File: src/rtl/fir_da_pkg.sv
`timescale 1ns/1ps
package fir_da_pkg;

  // Sign treatment of one bit-slice table
  typedef enum logic {
    SLICE_POS = 1'b0,
    SLICE_NEG = 1'b1
  } slice_sign_e;

  // Left shift applied to the upper operand at tree level lvl (0-based)
  function automatic int level_shift(input int lvl);
    return 1 << lvl;
  endfunction

endpackage

File: src/rtl/fir_da_taps.sv
`timescale 1ns/1ps
module fir_da_taps #(
  parameter int TAPS   = 8,
  parameter int DATA_W = 7,
  localparam int HALF  = TAPS / 2,
  localparam int PW    = DATA_W + 1
) (
  input  logic                          clk,
  input  logic                          rst_n,
  input  logic                          load_i,
  input  logic [DATA_W-1:0]             sample_i,
  output logic [HALF-1:0][PW-1:0]       pair_o
);

  logic [TAPS-1:0][DATA_W-1:0] line_q;
  logic [TAPS-1:0][DATA_W-1:0] line_d;

  // next state: shift by one position, newest sample at index 0
  always_comb begin
    line_d[0] = sample_i;
    for (int i = 1; i < TAPS; i++) begin
      line_d[i] = line_q[i-1];
    end
  end

  always_ff @(posedge clk or negedge rst_n) begin
    if (!rst_n) begin
      line_q <= '0;
    end else if (load_i) begin
      line_q <= line_d;
    end
  end

  // mirrored pre-adders, one bit wider than the samples
  for (genvar k = 0; k < HALF; k++) begin : g_pair
    assign pair_o[k] = {line_q[k][DATA_W-1], line_q[k]}
                     + {line_q[TAPS-1-k][DATA_W-1], line_q[TAPS-1-k]};
  end


  taps_load_chk: assert property (@(posedge clk) disable iff (!rst_n)
    load_i |=> (line_q[0] == $past(sample_i)));


  taps_hold_chk: assert property (@(posedge clk) disable iff (!rst_n)
    !load_i |=> $stable(line_q));

endmodule

File: src/rtl/fir_da_slice.sv
`timescale 1ns/1ps
module fir_da_slice #(
  parameter int                      HALF   = 4,
  parameter int                      COEF_W = 8,
  parameter int                      ENT_W  = 11,
  parameter logic [HALF*COEF_W-1:0]  COEFS  = '0,
  parameter fir_da_pkg::slice_sign_e NEG    = fir_da_pkg::SLICE_POS,
  localparam int ENTRIES = 1 << HALF
) (
  input  logic              clk,
  input  logic              rst_n,
  input  logic              en_i,
  input  logic [HALF-1:0]   addr_i,
  output logic [ENT_W-1:0]  val_o
);

  typedef logic [ENTRIES-1:0][ENT_W-1:0] table_t;

  // coefficient-sum table computed at elaboration
  function automatic table_t build_table();
    table_t             t;
    logic signed [ENT_W-1:0] acc;
    for (int i = 0; i < ENTRIES; i++) begin
      acc = '0;
      for (int k = 0; k < HALF; k++) begin
        if (i[k]) begin
          acc = acc + ENT_W'($signed(COEFS[k*COEF_W +: COEF_W]));
        end
      end
      t[i] = (NEG == fir_da_pkg::SLICE_NEG) ? -acc : acc;
    end
    return t;
  endfunction

  localparam table_t TABLE = build_table();

  logic [ENT_W-1:0] val_d;

  always_comb begin
    val_d = TABLE[addr_i];
  end

  always_ff @(posedge clk or negedge rst_n) begin
    if (!rst_n) begin
      val_o <= '0;
    end else if (en_i) begin
      val_o <= val_d;
    end
  end


  lut_zero_chk: assert property (@(posedge clk) disable iff (!rst_n)
    (en_i && (addr_i == '0)) |=> (val_o == '0));


  lut_hold_chk: assert property (@(posedge clk) disable iff (!rst_n)
    !en_i |=> $stable(val_o));

endmodule

File: src/rtl/fir_da_tree.sv
`timescale 1ns/1ps
module fir_da_tree #(
  parameter int LEVELS = 3,
  parameter int OUT_W  = 19,
  localparam int NT    = 1 << LEVELS
) (
  input  logic                        clk,
  input  logic                        rst_n,
  input  logic [LEVELS-1:0]           en_i,
  input  logic [NT-1:0][OUT_W-1:0]    leaf_i,
  output logic [OUT_W-1:0]            root_o
);

  for (genvar l = 0; l < LEVELS; l++) begin : g_lvl
    localparam int N  = NT >> (l + 1);
    localparam int SH = fir_da_pkg::level_shift(l);

    logic [2*N-1:0][OUT_W-1:0] src;
    logic [N-1:0][OUT_W-1:0]   sum_d;
    logic [N-1:0][OUT_W-1:0]   sum_q;

    if (l == 0) begin : g_from_leaf
      assign src = leaf_i;
    end else begin : g_from_node
      assign src = g_lvl[l-1].sum_q;
    end

    // wrap-around arithmetic: the result fits OUT_W, carries out are dropped
    always_comb begin
      for (int n = 0; n < N; n++) begin
        sum_d[n] = src[2*n] + (src[2*n+1] << SH);
      end
    end

    always_ff @(posedge clk or negedge rst_n) begin
      if (!rst_n) begin
        sum_q <= '0;
      end else if (en_i[l]) begin
        sum_q <= sum_d;
      end
    end


    tree_hold_chk: assert property (@(posedge clk) disable iff (!rst_n)
      !en_i[l] |=> $stable(sum_q));
  end

  assign root_o = g_lvl[LEVELS-1].sum_q[0];

endmodule

File: src/rtl/fir_da_sym.sv
`timescale 1ns/1ps
module fir_da_sym #(
  parameter int                   TAPS   = 8,
  parameter int                   DATA_W = 7,
  parameter int                   COEF_W = 8,
  parameter logic [(TAPS/2)*COEF_W-1:0] COEFS = 32'h7F80_2DF7
) (
  input  logic                                              clk,
  input  logic                                              rst_n,
  input  logic                                              smp_valid,
  input  logic [DATA_W-1:0]                                 smp_data,
  output logic                                              res_valid,
  output logic signed [DATA_W+COEF_W+$clog2(TAPS/2)+1:0]    res_data
);

  localparam int HALF   = TAPS / 2;
  localparam int PW     = DATA_W + 1;
  localparam int LEVELS = $clog2(PW);
  localparam int NT     = 1 << LEVELS;
  localparam int ENT_W  = COEF_W + $clog2(HALF) + 1;
  localparam int OUT_W  = DATA_W + COEF_W + $clog2(HALF) + 2;
  localparam int LAT    = LEVELS + 2;
  localparam int CNT_W  = $clog2(LAT + 1);

  logic [HALF-1:0][PW-1:0]    pair;
  logic [NT-1:0][OUT_W-1:0]   leaf;
  logic [OUT_W-1:0]           root;
  logic [LAT:1]               vld_q;
  logic [LAT:1]               vld_d;

  // valid delay line matched to the data pipeline
  always_comb begin
    vld_d = {vld_q[LAT-1:1], smp_valid};
  end

  always_ff @(posedge clk or negedge rst_n) begin
    if (!rst_n) begin
      vld_q <= '0;
    end else begin
      vld_q <= vld_d;
    end
  end

  fir_da_taps #(
    .TAPS   (TAPS),
    .DATA_W (DATA_W)
  ) u_taps (
    .clk      (clk),
    .rst_n    (rst_n),
    .load_i   (smp_valid),
    .sample_i (smp_data),
    .pair_o   (pair)
  );

  for (genvar b = 0; b < NT; b++) begin : g_slice
    if (b < PW) begin : g_used
      logic [HALF-1:0]  addr;
      logic [ENT_W-1:0] val;

      for (genvar k = 0; k < HALF; k++) begin : g_addr
        assign addr[k] = pair[k][b];
      end

      fir_da_slice #(
        .HALF   (HALF),
        .COEF_W (COEF_W),
        .ENT_W  (ENT_W),
        .COEFS  (COEFS),
        .NEG    ((b == PW - 1) ? fir_da_pkg::SLICE_NEG : fir_da_pkg::SLICE_POS)
      ) u_slice (
        .clk    (clk),
        .rst_n  (rst_n),
        .en_i   (vld_q[1]),
        .addr_i (addr),
        .val_o  (val)
      );

      assign leaf[b] = OUT_W'($signed(val));
    end else begin : g_pad
      assign leaf[b] = '0;
    end
  end

  fir_da_tree #(
    .LEVELS (LEVELS),
    .OUT_W  (OUT_W)
  ) u_tree (
    .clk    (clk),
    .rst_n  (rst_n),
    .en_i   (vld_q[LEVELS+1:2]),
    .leaf_i (leaf),
    .root_o (root)
  );

  assign res_valid = vld_q[LAT];
  assign res_data  = $signed(root);

  // cycles since reset release, saturating at the latency
  logic [CNT_W-1:0] since_q;
  logic [CNT_W-1:0] since_d;

  always_comb begin
    since_d = (since_q == CNT_W'(LAT)) ? since_q : since_q + 1'b1;
  end

  always_ff @(posedge clk or negedge rst_n) begin
    if (!rst_n) begin
      since_q <= '0;
    end else begin
      since_q <= since_d;
    end
  end


  out_latency_chk: assert property (@(posedge clk) disable iff (!rst_n)
    (since_q == CNT_W'(LAT)) |-> (res_valid == $past(smp_valid, LAT)));


  out_hold_chk: assert property (@(posedge clk) disable iff (!rst_n)
    !res_valid |-> $stable(res_data));

endmodule

File: config.mk
export PLATFORM = sky130hd
export DESIGN_NAME = fir_da_sym
export DESIGN_NICKNAME = d
export VERILOG_FILES = /design/src/rtl/fir_da_pkg.sv /design/src/rtl/fir_da_taps.sv /design/src/rtl/fir_da_slice.sv /design/src/rtl/fir_da_tree.sv /design/src/rtl/fir_da_sym.sv
export SDC_FILE = /design/constraint.sdc
export NUM_CORES = 1
export LEC_CHECK = 0
export CORE_MARGIN = 5
export CORE_UTILIZATION = 35
export DETAILED_ROUTE_END_ITERATION = 8
export GPL_ROUTABILITY_DRIVEN = 0
export HOLD_SLACK_MARGIN = 0.15
export MAX_ROUTING_LAYER = met4
export PLACE_DENSITY = 0.53
export SETUP_SLACK_MARGIN = 0.3
export SKIP_LAST_GASP = 1
export SLEW_MARGIN = 20
export SYNTH_ARGS = -nofsm -noshare
export SYNTH_HDL_FRONTEND = slang
export SYNTH_SLANG_ARGS = --single-unit
File: constraint.sdc
create_clock -name clk -period 4.8 [get_ports clk]
set_clock_uncertainty 0.1 [all_clocks]
set_input_delay 1.2 -clock clk [delete_from_list [all_inputs] [get_ports clk]]
set_output_delay 1.2 -clock clk [all_outputs]
set_load 0.02 [all_outputs]
==> results of run 1 <==
## worst min path at each step
stage                           from               end  slack, ps
global placement    u_tree.root_o[8]  u_tree.root_o[8]        360
floorplan                   vld_q[1]          vld_q[2]        250
finish              u_tree.root_o[8]  u_tree.root_o[8]        380
CTS                 u_tree.root_o[8]  u_tree.root_o[8]        380
detailed placement  u_tree.root_o[8]  u_tree.root_o[8]        370
global route        u_tree.root_o[8]  u_tree.root_o[8]        400
## Yosys cell counts, types with 21 or more instances
cell type  number
nand2_1        68
a21oi_1        80
o21ai_0        72
xnor2_1        39
nor2_1        115
a31oi_1        21
a211oi_1       42
dfrtp_1       229
inv_1          55
a21o_1         47
ha_1          155
nor3_1         23
mux2_2        122
clkbuf_1       38
## flip-flops by register name, indices dropped and copies added (netlist names)
name	flops
g_slice.g_used.u_slice.val_o	63
u_taps.line_d	49
u_taps.line_q	7
u_tree.g_lvl.sum_q	86
u_tree.root_o	19
vld_q	5
## routing by layer
layer | vias up | GRT usage, % | wire length (um)
li1 | 5209 | - | -
met1 | 4861 | 20.3 | 15900
met2 | 104 | 21.9 | 13500
met3 | 49 | 2.09 | 824
met4 | 0 | 2.87 | 624
met5 | - | - | 0
## cell families (layout without fill, tap and decap cells)
group / count (synthesis) / count (layout) / synth area share [%]
AOI/OAI and AO/OA: 394 / 394 / 18.2
and+or+nand+nor: 311 / 311 / 10.4
DFF: 229 / 229 / 39.5
adders and majority gates: 166 / 166 / 14.9
muxes: 142 / 142 / 10.9
buffers and inverters: 105 / 142 / 2.79
xor gates and xnor gates: 53 / 53 / 3.36
## layout by cell type (no fill, tap or decap), types with 8 or more instances in the layout
| cell type | synthesis | routed |
|---|---|---|
| dfrtp_1 | 229 | 227 |
| ha_1 | 155 | 155 |
| mux2_2 | 122 | 122 |
| nor2_1 | 115 | 115 |
| a21oi_1 | 80 | 80 |
| o21ai_0 | 72 | 72 |
| nand2_1 | 68 | 68 |
| inv_1 | 55 | 55 |
| a21o_1 | 47 | 47 |
| a211oi_1 | 42 | 42 |
| xnor2_1 | 39 | 39 |
| clkbuf_16 | 0 | 27 |
| clkdlybuf4s50_1 | 0 | 27 |
| nor3_1 | 23 | 23 |
| a31oi_1 | 21 | 21 |
| mux2i_1 | 20 | 20 |
| o211ai_1 | 17 | 17 |
| o31ai_1 | 16 | 16 |
| o21bai_1 | 14 | 14 |
| nand3_1 | 14 | 14 |
| nor2b_1 | 13 | 13 |
| xor2_1 | 11 | 11 |
| fa_1 | 11 | 11 |
| or3_1 | 10 | 10 |
| nand2b_1 | 9 | 9 |
| o21a_1 | 9 | 9 |
| nand4_1 | 9 | 9 |
| nand3b_1 | 8 | 8 |
| clkinv_2 | 0 | 8 |
| buf_4 | 0 | 8 |
## stage by stage
step | cells | cell area, um2 | setup slack [ps] | hold WS [ps] | utilization [%]
after floorplan | 1400 | 14500 | 1550 | 252 | -
after global placement | 1922 | 15400 | 1190 | 364 | 37.5
after detailed placement | 1922 | 15400 | 1110 | 369 | 37.5
after CTS | 1969 | 16200 | 1090 | 383 | 39.6
after global routing | 1969 | 16200 | 805 | 403 | 39.6
final | 1969 | 16200 | 1120 | 378 | 39.6
## area by class of cell
class,instances,share of cell area [%]
inverter,57,1.32
clock inverter,11,0.541
timing repair buffer,38,2.29
multi-input combinational,1066,51.7
clock buffer,36,4.69
sequential,229,35.4
tap,532,4.11
==> results.md, run 1 <==
* Status: complete, no violations
* Clock latency at the later pin of the worst-skew pair at 540 ps
* Register-to-Register Path Depth at 12
* Critical path cell sequence: ha_1 -> inv_1 -> fa_1 -> nand2b_1 -> a21o_1 -> a211oi_1 -> inv_1 -> ha_1 -> or4_1 -> o211ai_1 -> o31ai_1 -> a31o_1
* I/O pin total at 30
* Crit Path Class: reg2reg
* Hold Path Cell Cnt at 1
* Yosys top cell by area: dfrtp_1
* First-pass GRT wire length at 53100 um
* Slowest CP cell: or4_1
* Unrepaired setup endpoints after global routing: no
* Chip width at 214 um
* Least-Margin Pin Slew at 910 ps
* DR vias/cell at 5.19
* Die H at 214 um
* R2R Path Start: u_taps.line_d[7]
* Arrival time of the worst setup path at ~4000 ps
* Tightest Hold Check Type: reg2reg
* Synth Warn # at 0
* Cts hold-fix bufs at 0
* Reg clk slew, reported paths at about 60 ps
* Final worst path period share at roughly 77%
* Cells after Synth at 1400
* Worst path max stage delay at 530 ps
* Critical Path RT at 5130 ps
* Die area at 45600 um2
* Share of cells above drive strength 1 at between 10% and 20%
* Capturing point of the worst reg2reg path: g_slice[6].g_used.u_slice.val_o[7]
* MaxCap Viol Count at 0
* Fmax at 272 MHz
* Number of buffers added on ports at 29
* Async S/R FF share, synth at 100%
* ANT nets after route at 0
* Postcts setup bufs at 0
* Footprint of the multi-input gates at 8370 um2
* Post-synth cell types at 79
* CTS tree: built
* GR Overflow Total at 0
* DRC at 0
* # rows at 74
* #FFs+latches synth at 229
* CTS max path bufs at 3
* Area added between synthesis and finish at 11.7%
* Total routed wirelength at about 31000 um
* Starting DRT DRC Count at 384
* Final-stage net count at 1595
* Core ar. at 40900 um2
* Max H-tree Level at 1
* Diode count at 0
* Root Driver: clkbuf_16
* Post-synth EDFFs at 0
* Via Count at 10200
* Post-Syn Area at about 15000 um2
* Final Setup Violations at 0
* Final Max Tran Viols at 0
* Final hold vios at 0
* Routed length per instance at 15.7 um
* Fillers at 3955
* Initial Utilization at 35.4%
* Crit path capture: g_slice[6].g_used.u_slice.val_o[7]
* Worst relative slew slack at 39.3%
* FF+latch area at 5730 um2
* Avg Inst Size Synth at 10.4 um2
* HPWL after detailed placement at 23200 um
* Initial antenna violation count at 0
* CP top delay family: compound AO/OA/AOI/OAI gates
* Dominant synthesized flop cell: dfrtp_1
* Register-to-Register Setup Slack at 1120 ps
* Vias in the first global route at between 10000 and 15000
* Total CTS buffers at 27
* Total Routing Usage GR at 14.3%
* Synth top area cells: dfrtp_1 40%, ha_1 13%, mux2_2 9.5%
* CP Capture Type: register
* Largest net degree at the start of global routing at 115
* Share of Yosys cell area claimed by the top area cell type at 39.5%
* Syn nets at 1576
* Post-route setup TNS at 0 ps
* Worst setup path start: u_taps.line_d[7]
* Crit path max fanout at 6
* Drt pass-1 iters at 4
* Buffers and inverters on the worst path at 2
* Crit start category: register
* Seq/Total Area, Yosys at roughly 40%
* Critical Path Stages at 12
* Num Clock Sinks at 229
* Post-CTS Resized at 0
* Final min period at 3680 ps
Power of run 1 is left out: the tool's default activity adds up to more than one toggle a clock period on the data nets, which glitch-free logic cannot reach.
==> run 2: changes to the inputs <==
--- a/config.mk
+++ b/config.mk
@@ -11,7 +11,7 @@
 export GPL_ROUTABILITY_DRIVEN = 0
 export HOLD_SLACK_MARGIN = 0.15
 export MAX_ROUTING_LAYER = met4
-export PLACE_DENSITY = 0.53
+export PLACE_DENSITY = 0.55
 export SETUP_SLACK_MARGIN = 0.3
 export SKIP_LAST_GASP = 1
 export SLEW_MARGIN = 20
==> constraint.sdc (replaced) <==
create_clock -name clk -period 3.3 [get_ports clk]
set_clock_uncertainty 0.1 [all_clocks]
set_input_delay 0.825 -clock clk [delete_from_list [all_inputs] [get_ports clk]]
set_output_delay 0.825 -clock clk [all_outputs]
set_load 0.02 [all_outputs]
==> run 2 against run 1 <==
Non-clock buffer count grew 26. Final cell count grew 1.5%. Fmax grew 20%. Core utilization grew 1.3 points. Final area grew 3.2%. Sequential share of layout area shrank 1.1 points. Routed wire length grew 0.38%. Die area is the same. Largest cell class unchanged.
==> results.md, run 2 (same netlist as run 1, synthesis figures left out) <==
* Total routed wirelength at 30900 um
* Starting DRT DRC Count at 530
* Crit Path Class: reg2reg
* Unrepaired setup endpoints after global routing: yes
* Share of cells above drive strength 1 at between 10% and 20%
* Critical Path RT at 3620 ps
* Final hold vios at 0
* Reg clk slew, reported paths at 60 ps
* Number of buffers added on ports at 29
* Final min period at 3070 ps
* Initial Utilization at 35.4%
* # rows at 74
* Total Routing Usage GR at 14.2%
* Crit start category: register
* Final worst path period share at between 90 and 100%
* R2R Path Start: u_taps.line_d[14]
* CTS tree: built
* Worst setup path start: u_taps.line_d[14]
* Largest reg by FF count: u_tree.g_lvl.sum_q
* Num Clock Sinks at 229
* Crit path max fanout at 3
* Area added between synthesis and finish at 15.2%
* Final-stage net count at about 1600
* Critical Path Stages at 13
* Post-DP Area at 15500 um2
* Critical path cell sequence: ha_2 -> fa_2 -> a211oi_2 -> o21bai_1 -> a21oi_2 -> xor2_2 -> buf_4 -> ha_1 -> nand2_1 -> or3_1 -> mux2i_1 -> o31ai_1 -> a31o_1
* Tightest Hold Check Type: reg2reg
* Status: complete, no violations
* Die area at 45600 um2
* Largest net degree at the start of global routing at 88
* ANT nets after route at 0
* GR Overflow Total at 0
* CP top delay family: compound AO/OA/AOI/OAI gates
* Final Setup Violations at 0
* Vias in the first global route at a little over 10000
* Initial antenna violation count at 0
* Most frequent cells in the layout: 227 x dfrtp_1, 150 x ha_1, 122 x mux2_2, 115 x nor2_1, 79 x a21oi_1
* HP Start: u_tree.root_o[8]
* Routed length per instance at 15.5 um
* Register-to-Register Setup Slack at 230 ps
* Worst path max stage delay at 390 ps
* Drt pass-1 iters at 5
* First-pass GRT wire length at 52700 um
* DR vias/cell at 5.17
* CP Capture Type: register
* Via Count at 10300
* Slowest CP cell: dfrtp_1
* Worst relative slew slack at 52.9%
* CTS max path bufs at 3
* DRC at 0
* Most common cell after layout, fill and taps aside: dfrtp_1
* Least-Margin Pin Slew at 706 ps
* Core ar. at 40900 um2
* Buffers and inverters on the worst path at 1
* Post-route setup TNS at 0 ps
* Max H-tree Level at 1
* Max FFs per register at 86
* Hold Crit Endpoint: u_tree.root_o[8]
* Capturing point of the worst reg2reg path: g_slice[6].g_used.u_slice.val_o[7]
* Root Driver: clkbuf_16
* Diode count at 0
* MaxCap Viol Count at 0
* HPWL after detailed placement at about 23000 um
* Fmax at 326 MHz
* Hold Path Cell Cnt at 1
* I/O pin total at 30
* Die H at 214 um
* Clock latency at the later pin of the worst-skew pair at around 530 ps
* Chip width at 214 um
* Register-to-Register Path Depth at 13
* Final Max Tran Viols at 0
* Final Cell Area at approximately 17000 um2
* Total CTS buffers at 27
* Arrival time of the worst setup path at 3390 ps
==> run 2: worst register-to-register path, stage by stage, from the launching register on <==
cell and delay [ps]:
dfrtp_1 390, ha_2 210, fa_2 380, a211oi_2 210, o21bai_1 120, a21oi_2 200
xor2_2 210, buf_4 150, ha_1 170, nand2_1 70, or3_1 310, mux2i_1 130
o31ai_1 90, a31o_1 230
==> run 2: per-stage QoR <==
stage / hold WS [ps] / setup WS (ps) / instances / util (%)
final: 382 / 233 / 1998 / 40.8
after global placement: 368 / 119 / 1935 / 37.9
after global routing: 404 / 47.9 / 1998 / 40.8
after detailed placement: 373 / 53.0 / 1935 / 37.9
after CTS: 387 / 267 / 1997 / 40.7
after floorplan: 252 / 307 / 1400 / -
==> run 2: what timing repair did <==
item | in CTS | in global routing
pin swaps | 11 | 5
setup endpoints to repair | 4 | 7
cloned | 0 | 0
gates resized for setup | 7 | 7
hold buffers | 1 | 0
endpoints found under the hold margin | 48 | 0
setup buffers | 11 | 1
==> run 2: per-layer routing <==
| layer | track usage, % | part of all wire (%) | up-vias |
|---|---|---|---|
| met4 | 3.00 | 1.9 | 0 |
| li1 | - | - | 5272 |
| met5 | - | 0 | - |
| met2 | 22.2 | 45 | 111 |
| met3 | 1.98 | 2.6 | 41 |
| met1 | 19.7 | 51 | 4908 |
==> run 2: final cells by class <==
class                   instances  area [um2]
clock buffers                  33         748
repair buffers                 64         593
flip-flops and latches        229        5730
well taps                     532         666
inverters                      57         214
multi-input cells            1066        8480
clock inverters                17         282
fillers                      3982       24200
==> run 2: how the worst max path moves through the flow <==
stage | end | slack [ps]
3_3_place_gp | g_slice[6].g_used.u_slice.val_o[7] | 120
5_1_grt | g_slice[6].g_used.u_slice.val_o[7] | 50
2_1_floorplan | g_slice[6].g_used.u_slice.val_o[7] | 310
4_1_cts | g_slice[6].g_used.u_slice.val_o[7] | 270
3_5_place_dp | g_slice[6].g_used.u_slice.val_o[7] | 50
6_report | g_slice[6].g_used.u_slice.val_o[7] | 230
Power of run 2 is left out for the same reason.
==> run 3: changes to the inputs <==
--- a/config.mk
+++ b/config.mk
@@ -5,16 +5,18 @@
 export SDC_FILE = /design/constraint.sdc
 export NUM_CORES = 1
 export LEC_CHECK = 0
+export CORE_ASPECT_RATIO = 0.8
 export CORE_MARGIN = 5
-export CORE_UTILIZATION = 35
+export CORE_UTILIZATION = 40
 export DETAILED_ROUTE_END_ITERATION = 8
 export GPL_ROUTABILITY_DRIVEN = 0
 export HOLD_SLACK_MARGIN = 0.15
 export MAX_ROUTING_LAYER = met4
-export PLACE_DENSITY = 0.55
+export PLACE_DENSITY = 0.6
 export SETUP_SLACK_MARGIN = 0.3
 export SKIP_LAST_GASP = 1
 export SLEW_MARGIN = 20
 export SYNTH_ARGS = -nofsm -noshare
 export SYNTH_HDL_FRONTEND = slang
 export SYNTH_SLANG_ARGS = --single-unit
+export TNS_END_PERCENT = 100
==> run 3 against run 2 <==
Routed wire length grew 1.1%. Non-clock buffer count down 1. Global-route usage grew 1.8 points. Count of clock-buffer cells in the layout rose by 3. Register-to-register slack barely moved. Worst setup slack gained 5.1 ps. Fmax up 0.17%. Sequential cell count unchanged. Final cell count is 3.0% lower. Core utilization rose by 5.5 points. Sequential share of layout area is 0.18 points higher. Critical path type unchanged. Critical endpoint unchanged. Highest routed layer unchanged.
==> results.md, run 3 (same netlist as run 1, synthesis figures left out) <==
* Vias in the first global route at 10300
* Starting DRT DRC Count at approximately 650
* Final hold vios at 0
* CTS tree: built
* Final-stage net count at 1620
* Die area at approximately 40000 um2
* Clock latency at the later pin of the worst-skew pair at 540 ps
* Worst setup path start: u_taps.line_d[49]
* Fmax at 327 MHz
* GR Overflow Total at 0
* R2R Path Start: u_taps.line_d[49]
* Register-to-Register Setup Slack at 240 ps
* I/O pin total at 30
* CP Capture Type: register
* First-pass GRT wire length at 53100 um
* Crit path max fanout at 5
* Capturing point of the worst reg2reg path: g_slice[6].g_used.u_slice.val_o[7]
* Largest net degree at the start of global routing at 83
* Drt pass-1 iters at 5
* MaxCap Viol Count at 0
* Share of cells above drive strength 1 at between 10% and 20%
* Num Clock Sinks at 229
* Register-to-Register Path Depth at 12
* Final hold slack at between 150 and 200 ps
* Max H-tree Level at 1
* Total CTS buffers at 27
* Slowest CP cell: dfrtp_1
* Status: complete, no violations
* Worst path max stage delay at 410 ps
* Most frequent cells in the layout: 227 x dfrtp_1, 148 x ha_1, 121 x mux2_2, 115 x nor2_1, 79 x a21oi_1
* Critical path cell sequence: ha_4 -> fa_2 -> a211oi_2 -> o21bai_1 -> a21oi_2 -> xor2_2 -> ha_4 -> and3b_1 -> a311oi_2 -> o211ai_1 -> o31ai_1 -> a31o_1
* Initial Utilization at 40.5%
* Final core occ at 46.4%
* ANT nets after route at 0
* Unrepaired setup endpoints after global routing: yes
* Diode count at 0
* Final Max Tran Viols at 0
* Total routed wirelength at about 31000 um
* Final worst path period share at between 90% and 100%
* Root Driver: clkbuf_16
* Critical Path RT at 3680 ps
* DRC at 0
* # rows at 62
* Largest reg by FF count: u_tree.g_lvl.sum_q
* Crit Path Class: reg2reg
* Final Setup Violations at 0
* Max FFs per register at 86
* Worst relative slew slack at 43.3%
* HPWL after detailed placement at 23100 um
* Total Routing Usage GR at about 16%
* Area added between synthesis and finish at 14.6%
* Arrival time of the worst setup path at 3440 ps
* Crit path top cell by count: ha_4
* Chip width at 223 um
* Final min period at 3060 ps
* Crit start category: register
* Die H at 180 um
* CTS max path bufs at 3
* Cts hold-fix bufs at 0
* Via Count at 10500
* Number of buffers added on ports at 29
* Routed length per instance at about 16 um
* Post-route setup TNS at 0 ps
* Reg clk slew, reported paths at ~60 ps
* Core ar. at about 36000 um2
* DR vias/cell at 5.41
* Tightest Hold Check Type: in2async
* Least-Margin Pin Slew at 842 ps
* Initial antenna violation count at 0
* Most common cell after layout, fill and taps aside: dfrtp_1
-- run 3: through the flow --
stage          instance area, um2  worst slack, ps  instances
2_1_floorplan               14500              307       1400
3_3_place_gp                15400              143       1882
3_5_place_dp                15400             93.0       1882
4_1_cts                     16600              219       1937
5_1_grt                     16600             77.7       1939
6_report                    16600              239       1939
-- run 3: how the worst max path moves through the flow --
stage | end | cells past startpoint
5_1_grt | g_slice[6].g_used.u_slice.val_o[7] | 12
2_1_floorplan | g_slice[6].g_used.u_slice.val_o[7] | 12
3_5_place_dp | g_slice[6].g_used.u_slice.val_o[7] | 12
3_3_place_gp | g_slice[6].g_used.u_slice.val_o[7] | 12
4_1_cts | g_slice[6].g_used.u_slice.val_o[7] | 13
6_report | g_slice[6].g_used.u_slice.val_o[7] | 12
-- run 3: repair_timing --
action	CTS	global route
gates resized for setup	18	4
setup buffers	11	2
setup endpoints to repair	5	10
pin swaps	12	14
-- run 3: layer usage --
metal	routed length (um)	vias up	track usage, %	part of all wire, %
met5	0	-	-	0
met4	774	0	3.67	2.5
met3	996	46	2.25	3.2
met2	13200	152	23.2	42
met1	16400	5014	23.7	52
li1	-	5273	-	-
-- run 3: worst max-delay path, delay by kind of cell (launching register included) --
| family | cells | cell delay [ps] |
|---|---|---|
| flops | 1 | 410 |
| fa+ha+maj | 3 | 720 |
| xor+xnor | 1 | 220 |
| compound gates | 7 | 1350 |
| simple gates | 1 | 190 |
-- run 3: layout make-up --
| type | count | area, um2 |
|---|---|---|
| clock inverter | 8 | 193 |
| multi-input combinational | 1066 | 8520 |
| inverter | 57 | 216 |
| sequential | 229 | 5730 |
| fill | 3384 | 19200 |
| timing repair buffer | 63 | 591 |
| clock buffer | 36 | 769 |
| tap | 480 | 601 |
Power of run 3 is left out for the same reason.
